<file path="config.mk">
export PLATFORM = sky130hd
export DESIGN_NAME = irq_sticky_ctrl
export DESIGN_NICKNAME = d
export VERILOG_FILES = /design/src/rtl/irq_sticky_pkg.sv /design/src/rtl/irq_cfg_regs.sv /design/src/rtl/irq_ev_detect.sv /design/src/rtl/irq_stale_timer.sv /design/src/rtl/irq_status_bits.sv /design/src/rtl/irq_sticky_ctrl.sv
export SDC_FILE = /design/constraint.sdc
export NUM_CORES = 1
export LEC_CHECK = 0
export CAP_MARGIN = 40
export CELL_PAD_IN_SITES_DETAIL_PLACEMENT = 1
export CELL_PAD_IN_SITES_GLOBAL_PLACEMENT = 1
export CORE_UTILIZATION = 25
export DETAILED_ROUTE_END_ITERATION = 8
export PLACE_DENSITY_LB_ADDON = 0.1
export SYNTH_ARGS = -nofsm -noshare
export SYNTH_HDL_FRONTEND = slang
export SYNTH_SLANG_ARGS = --single-unit
</file>
<file path="constraint.sdc">
create_clock -name clk -period 3.51 [get_ports clk]
set_input_delay 0.5265 -clock clk [delete_from_list [all_inputs] [get_ports clk]]
set_output_delay 0.5265 -clock clk [all_outputs]
set_load 0.01 [all_outputs]
</file>
<file path="src/rtl/irq_sticky_pkg.sv">
package irq_sticky_pkg;
  localparam int NUM_EV   = 13;
  localparam int NUM_LINE = 5;

  // status bit positions (software decodes these)
  localparam int EV_RX_TRIG  = 0;
  localparam int EV_RX_EMPTY = 1;
  localparam int EV_RX_FULL  = 2;
  localparam int EV_TX_EMPTY = 3;
  localparam int EV_TX_FULL  = 4;
  localparam int EV_RX_OVR   = 5;
  localparam int EV_FRAME    = 6;
  localparam int EV_PARITY   = 7;
  localparam int EV_RX_STALE = 8;
  localparam int EV_MODEM    = 9;
  localparam int EV_TX_TRIG  = 10;
  localparam int EV_TX_NFULL = 11;
  localparam int EV_TX_OVR   = 12;

  // line condition input positions
  localparam int LN_RX_OVR = 0;
  localparam int LN_FRAME  = 1;
  localparam int LN_PARITY = 2;
  localparam int LN_MODEM  = 3;
  localparam int LN_TX_OVR = 4;

  localparam int CTRL_RESTART_BIT = 0;

  typedef logic [NUM_EV-1:0] ev_vec_t;

  typedef enum logic [2:0] {
    RA_EN_SET = 3'd0,
    RA_EN_CLR = 3'd1,
    RA_MASK   = 3'd2,
    RA_STATUS = 3'd3,
    RA_RX_WM  = 3'd4,
    RA_TX_WM  = 3'd5,
    RA_IDLE   = 3'd6,
    RA_CTRL   = 3'd7
  } reg_addr_e;

  // threshold reached; a zero threshold never fires
  function automatic logic wm_reached(int lvl, int wm);
    return (wm != 0) && (lvl >= wm);
  endfunction

  function automatic ev_vec_t rising(ev_vec_t now_v, ev_vec_t before_v);
    return now_v & ~before_v;
  endfunction

  // new events win over a clear in the same cycle
  function automatic ev_vec_t sticky_next(ev_vec_t cur, ev_vec_t w1c, ev_vec_t rise);
    return (cur & ~w1c) | rise;
  endfunction
endpackage

</file>
<file path="src/rtl/irq_cfg_regs.sv">
module irq_cfg_regs
  import irq_sticky_pkg::*;
#(
  parameter int LVL_W     = 7,
  parameter int TMO_W     = 8,
  parameter int DW        = 13,
  parameter int RX_WM_RST = 32,
  parameter int TX_WM_RST = 32,
  parameter int IDLE_RST  = 10
) (
  input  logic             clk,
  input  logic             rst_n,
  input  logic             wr_en,
  input  logic [2:0]       wr_addr,
  input  logic [DW-1:0]    wr_data,
  input  logic [2:0]       rd_addr,
  output logic [DW-1:0]    rd_data,
  input  ev_vec_t          status_q,
  output ev_vec_t          mask_q,
  output logic [LVL_W-1:0] rx_wm_q,
  output logic [LVL_W-1:0] tx_wm_q,
  output logic [TMO_W-1:0] idle_lim_q,
  output ev_vec_t          status_w1c,
  output logic             restart
);
  ev_vec_t   wr_ev;
  reg_addr_e wa;
  reg_addr_e ra;

  assign wr_ev = wr_data[NUM_EV-1:0];
  assign wa    = reg_addr_e'(wr_addr);
  assign ra    = reg_addr_e'(rd_addr);

  always_ff @(posedge clk or negedge rst_n) begin
    if (!rst_n) begin
      mask_q     <= '0;
      rx_wm_q    <= LVL_W'(RX_WM_RST);
      tx_wm_q    <= LVL_W'(TX_WM_RST);
      idle_lim_q <= TMO_W'(IDLE_RST);
    end else if (wr_en) begin
      case (wa)
        RA_EN_SET: mask_q     <= mask_q | wr_ev;
        RA_EN_CLR: mask_q     <= mask_q & ~wr_ev;
        RA_RX_WM:  rx_wm_q    <= wr_data[LVL_W-1:0];
        RA_TX_WM:  tx_wm_q    <= wr_data[LVL_W-1:0];
        RA_IDLE:   idle_lim_q <= wr_data[TMO_W-1:0];
        default: ;
      endcase
    end
  end

  assign status_w1c = (wr_en && wa == RA_STATUS) ? wr_ev : '0;
  assign restart    = wr_en && (wa == RA_CTRL) && wr_data[CTRL_RESTART_BIT];

  always_comb begin
    rd_data = '0;
    case (ra)
      RA_MASK:   rd_data[NUM_EV-1:0] = mask_q;
      RA_STATUS: rd_data[NUM_EV-1:0] = status_q;
      RA_RX_WM:  rd_data[LVL_W-1:0]  = rx_wm_q;
      RA_TX_WM:  rd_data[LVL_W-1:0]  = tx_wm_q;
      RA_IDLE:   rd_data[TMO_W-1:0]  = idle_lim_q;
      default:   rd_data = '0;
    endcase
  end
endmodule

</file>
<file path="src/rtl/irq_ev_detect.sv">
module irq_ev_detect
  import irq_sticky_pkg::*;
#(
  parameter int DEPTH = 64,
  parameter int LVL_W = 7
) (
  input  logic                clk,
  input  logic                rst_n,
  input  logic [LVL_W-1:0]    rx_level,
  input  logic [LVL_W-1:0]    tx_level,
  input  logic [LVL_W-1:0]    rx_wm,
  input  logic [LVL_W-1:0]    tx_wm,
  input  logic [NUM_LINE-1:0] line_ev,
  input  logic                stale,
  output ev_vec_t             ev_rise
);
  ev_vec_t cond;
  ev_vec_t prev_q;

  always_comb begin
    cond = '0;
    cond[EV_RX_TRIG]  = wm_reached(int'(rx_level), int'(rx_wm));
    cond[EV_RX_EMPTY] = (rx_level == '0);
    cond[EV_RX_FULL]  = (int'(rx_level) >= DEPTH);
    cond[EV_TX_EMPTY] = (tx_level == '0);
    cond[EV_TX_FULL]  = (int'(tx_level) >= DEPTH);
    cond[EV_TX_NFULL] = (int'(tx_level) >= DEPTH - 1);
    cond[EV_TX_TRIG]  = wm_reached(int'(tx_level), int'(tx_wm));
    cond[EV_RX_OVR]   = line_ev[LN_RX_OVR];
    cond[EV_FRAME]    = line_ev[LN_FRAME];
    cond[EV_PARITY]   = line_ev[LN_PARITY];
    cond[EV_MODEM]    = line_ev[LN_MODEM];
    cond[EV_TX_OVR]   = line_ev[LN_TX_OVR];
    cond[EV_RX_STALE] = stale;
  end

  for (genvar b = 0; b < NUM_EV; b++) begin : g_prev
    always_ff @(posedge clk or negedge rst_n) begin
      if (!rst_n) prev_q[b] <= 1'b0;
      else        prev_q[b] <= cond[b];
    end
  end

  assign ev_rise = rising(cond, prev_q);
endmodule

</file>
<file path="src/rtl/irq_stale_timer.sv">
module irq_stale_timer #(
  parameter int TMO_W = 8
) (
  input  logic             clk,
  input  logic             rst_n,
  input  logic             q_nonempty,
  input  logic             rx_push,
  input  logic             restart,
  input  logic [TMO_W-1:0] idle_lim,
  output logic             stale
);
  logic [TMO_W-1:0] cnt_q;
  logic [TMO_W:0]   cnt_inc;
  logic             rearm;
  logic             lim_hit;

  assign rearm   = !q_nonempty || (idle_lim == '0) || rx_push || restart;
  assign cnt_inc = {1'b0, cnt_q} + 1'b1;
  assign lim_hit = cnt_inc >= {1'b0, idle_lim};

  always_ff @(posedge clk or negedge rst_n) begin
    if (!rst_n) begin
      cnt_q <= '0;
      stale <= 1'b0;
    end else if (rearm) begin
      cnt_q <= '0;
      stale <= 1'b0;
    end else if (!stale) begin
      if (lim_hit) begin
        cnt_q <= '0;
        stale <= 1'b1;
      end else begin
        cnt_q <= cnt_inc[TMO_W-1:0];
      end
    end
  end
endmodule

</file>
<file path="src/rtl/irq_status_bits.sv">
module irq_status_bits
  import irq_sticky_pkg::*;
(
  input  logic    clk,
  input  logic    rst_n,
  input  ev_vec_t ev_rise,
  input  ev_vec_t status_w1c,
  output ev_vec_t status_q
);
  ev_vec_t status_d;

  always_comb status_d = sticky_next(status_q, status_w1c, ev_rise);

  for (genvar b = 0; b < NUM_EV; b++) begin : g_bit
    always_ff @(posedge clk or negedge rst_n) begin
      if (!rst_n) status_q[b] <= 1'b0;
      else        status_q[b] <= status_d[b];
    end
  end
endmodule

</file>
<file path="src/rtl/irq_sticky_ctrl.sv">
module irq_sticky_ctrl
  import irq_sticky_pkg::*;
#(
  parameter int  DEPTH     = 64,
  parameter int  TMO_W     = 8,
  parameter int  RX_WM_RST = DEPTH / 2,
  parameter int  TX_WM_RST = DEPTH / 2,
  parameter int  IDLE_RST  = 10,
  localparam int LVL_W     = $clog2(DEPTH + 1),
  localparam int DW        = NUM_EV
) (
  input  logic                clk,
  input  logic                rst_n,
  input  logic                wr_en,
  input  logic [2:0]          wr_addr,
  input  logic [DW-1:0]       wr_data,
  input  logic [2:0]          rd_addr,
  output logic [DW-1:0]       rd_data,
  input  logic [LVL_W-1:0]    rx_level,
  input  logic [LVL_W-1:0]    tx_level,
  input  logic                rx_push,
  input  logic [NUM_LINE-1:0] line_ev,
  output logic                irq
);
  ev_vec_t          mask_q;
  ev_vec_t          status_q;
  ev_vec_t          status_w1c;
  ev_vec_t          ev_rise;
  logic [LVL_W-1:0] rx_wm_q;
  logic [LVL_W-1:0] tx_wm_q;
  logic [TMO_W-1:0] idle_lim_q;
  logic             restart;
  logic             stale;

  irq_cfg_regs #(
    .LVL_W(LVL_W), .TMO_W(TMO_W), .DW(DW),
    .RX_WM_RST(RX_WM_RST), .TX_WM_RST(TX_WM_RST), .IDLE_RST(IDLE_RST)
  ) u_cfg (
    .clk(clk), .rst_n(rst_n),
    .wr_en(wr_en), .wr_addr(wr_addr), .wr_data(wr_data),
    .rd_addr(rd_addr), .rd_data(rd_data),
    .status_q(status_q), .mask_q(mask_q),
    .rx_wm_q(rx_wm_q), .tx_wm_q(tx_wm_q), .idle_lim_q(idle_lim_q),
    .status_w1c(status_w1c), .restart(restart)
  );

  irq_stale_timer #(.TMO_W(TMO_W)) u_timer (
    .clk(clk), .rst_n(rst_n),
    .q_nonempty(rx_level != '0), .rx_push(rx_push), .restart(restart),
    .idle_lim(idle_lim_q), .stale(stale)
  );

  irq_ev_detect #(.DEPTH(DEPTH), .LVL_W(LVL_W)) u_detect (
    .clk(clk), .rst_n(rst_n),
    .rx_level(rx_level), .tx_level(tx_level),
    .rx_wm(rx_wm_q), .tx_wm(tx_wm_q),
    .line_ev(line_ev), .stale(stale), .ev_rise(ev_rise)
  );

  irq_status_bits u_status (
    .clk(clk), .rst_n(rst_n),
    .ev_rise(ev_rise), .status_w1c(status_w1c), .status_q(status_q)
  );

  assign irq = |(status_q & mask_q);
endmodule

</file>
==> flow_summary.yaml <==
worst_setup_path:
  crit_type: "in2out"
  ff2ff_setup_slack_ns: 0.95
  crit_chain: "clkdlybuf4s50_1 > nor2b_1 > buf_4 > a22oi_1 > a21oi_1 > clkdlybuf4s50_1"
  max_stage_delay_ns: 0.83
  worst_path_most_repeated_cell: "clkdlybuf4s50_1"
  cp-startpoint: "rd_addr[2]"
  end_kind: "primary output"
  ff2ff_path_depth: 10
  critical_path_buf_inv_count: 3
  path_depth: 6
  r2r_start: "u_timer.cnt_q[0]$_DFFE_PN0P_"
  worstPathRequired_ns: 2.98
  r2r_end: "u_timer.cnt_q[2]$_DFFE_PN0P_"
  cp-start-kind: "input port"
  endpoint: "rd_data[4]"
  cp.arrival_ns: 2.65
  critPathSlowestCell: "clkdlybuf4s50_1"
  cpLargestDelayFamily: "buffers and inverters"
  worst-path-max-fanout: 13
floorplanning:
  start_util_pct: 26.0
  rows: 44
  die_w_um: 126
  die_height_um: 126
  ioPinCount: 56
  coreArea_mm2: 0.0148
  fp.dieArea_mm2: 0.0158
final_layout:
  drive_gt1_share_pct: 14.2
  nNetsFinal: 503
  fin_util_pct: 33.6
  fin_cells: 627
  diodes: 0
  n_fill_cell: 1683
  area_growth_pct: 29.1
detailed_routing:
  drt_pass1_iterations: 6
  via_per_inst: 5.02
  drt-initial-drc-count: 196
  drtAntennaViolNets: 0
  wirelength_um: 12100
  drc_errors: 0
  wl_per_cell_um: 19.2
  vias: 3147
yosys:
  yosys-top-cells-area: "dfrtp_1 (43%), ha_1 (7.5%), mux2_2 (6.5%)"
  ys_warn_count: 0
  syn_nets: 444
  synth_cell_types: 49
  synth_top_area_share_pct: 43.1
  synthTopCellsByCount: "dfrtp_1 (66), nand2_1 (39), inv_1 (33), a21oi_1 (29), ha_1 (23)"
  syn_avg_cell_area_um2: 10.1
  ys_seq_area_share_pct: 45.8
  synth.most_common_cell: "dfrtp_1"
  yosysTopAreaCell: "dfrtp_1"
  synthCells: 379
  synth_edf_count: 0
  async_reset_ff_share_pct: 100
  synthesis.area_mm2: 0.00384
  synth_seq_cells: 70
  ys.flop_type: "dfrtp_1"
clocking:
  cts_tree: "yes"
  clk_pin_slew_worst_paths_ns: 0.06
  ctsHoldBuffers: 0
  clkLatencyLatePin_ns: 0.34
  cts_buffers: 9
  cts.sinks: 70
  cts_resized: 0
  clockBufferDepth: 2
  cts-root-buf: "clkbuf_16"
  cts_setup_buffers: 0
  h-tree-depth: 3
worst_hold_path:
  hold_path.class: "in2async"
placed_design:
  dp.cells: 611
  io_buffer_count: 55
  hpwl_um: 8970
  place_congestion: 0.770
  dp_slack_ns: 0.331
power:
  power_leakage_uw: 0.00210
  power_density_mw_per_mm2: 527
  vdd_drop_max_uv: 220
sta:
  fin_crit_sh_pct: 90.5
  rsz0062_at_grt: "false"
  fmaxAchievable_mhz: 315
  worst_pin_slew_ns: 0.838
  holdWs_ns: 0.137
  relSlewSlack_pct: 43.9
  hold_viol: 0
  min_period_ns: 3.18
  clock_skew_ns: 0.00420
  tns_ns: 0
  layout_setup_ws_ns: 0.332
  setup_violations: 0
  slew_violations: 0
grt:
  met1_usage_pct: 23.0
  busiest_layer: "met2"
  grt_pass1_vias: 3360
  overflow: 0
  grt_max_degree: 38
  antenna_found_initial: 0
  use_met3_pct: 2.76
  grt_first_pass_wirelength_um: 19600
  grtUsageMet2_pct: 25.6
  grt_usage_pct: 16.6
flow_run:
  cap_viol_max_count: 0
run_status:
  status: "completed"
logic make-up after synthesis:
family                     synth area share (%)
adders and majority gates                  7.50
DFF                                        45.8
buffers and inverters                      5.51
and+or+nand+nor                            13.3
AOI/OAI and AO/OA                          18.7
muxes                                      8.02
xor gates and xnor gates                   1.14
routing by layer:
metal  wire, um  vias up
met3        371       13
li1           -     1514
met4        200        0
met1       6060     1559
met5          0        -
met2       5430       61
final cells by class:
class	count	area (um^2)	area share (%)
Multi-Input combinational cell	258	1870	37.7
Sequential cell	70	1760	35.5
Timing Repair Buffer	66	653	13.2
Clock buffer	12	267	5.38
Tap cell	184	230	4.65
Inverter	33	124	2.50
Clock inverter	4	53.8	1.09
per-stage QoR:
stage / total power [uW] / instance area (um^2)
finish: 2610 / 4950
global route: 2760 / 4950
CTS: 2660 / 4950
detailed placement: 1650 / 4630
global placement: 1630 / 4610
floorplan: 1370 / 3840
cell usage in the layout (no fill, tap or decap), types with 3 or more instances in the layout:
cell type        Yosys  final
dfrtp_1             66     66
clkdlybuf4s50_1      0     54
nand2_1             39     39
inv_1               33     33
a21oi_1             29     29
ha_1                23     23
mux2_2              22     22
o21ai_0             15     15
a31oi_1             15     15
nor2_1              11     11
a22oi_1              9      9
clkbuf_16            0      9
buf_4                2      9
a221oi_1             8      8
nand3_1              7      7
mux2i_1              6      6
nand4_1              6      6
a22o_1               6      6
a32oi_1              5      5
nor3_1               5      5
nor4_1               5      5
a21o_1               4      4
o211ai_1             4      4
dfstp_2              4      4
nand2b_1             3      3
xnor2_1              3      3
nand3b_1             3      3
nand4b_1             3      3
clkbuf_8             0      3
power breakdown:
| part | internal (uW) | switching, uW |
|---|---|---|
| clock network | 610 | 373 |
| registers | 938 | 140 |
| logic | 279 | 269 |
how the worst min path moves through the flow:
stage               depth (start not counted)                        endpoint                    startpoint  slack, ns
global route                                2    u_detect.prev_q[5]$_DFF_PN0_                         rst_n       0.14
CTS                                         2    u_detect.prev_q[4]$_DFF_PN0_                         rst_n       0.13
floorplan                                   0      asynchronous set/reset pin                         rst_n       0.23
detailed placement                          1  u_status.status_q[9]$_DFF_PN0_  u_detect.prev_q[9]$_DFF_PN0_       0.41
finish                                      2    u_detect.prev_q[5]$_DFF_PN0_                         rst_n       0.14
global placement                            1  u_status.status_q[1]$_DFF_PN0_  u_detect.prev_q[1]$_DFF_PN0_       0.40
No activity file was read; power rests on OpenSTA's default activity.
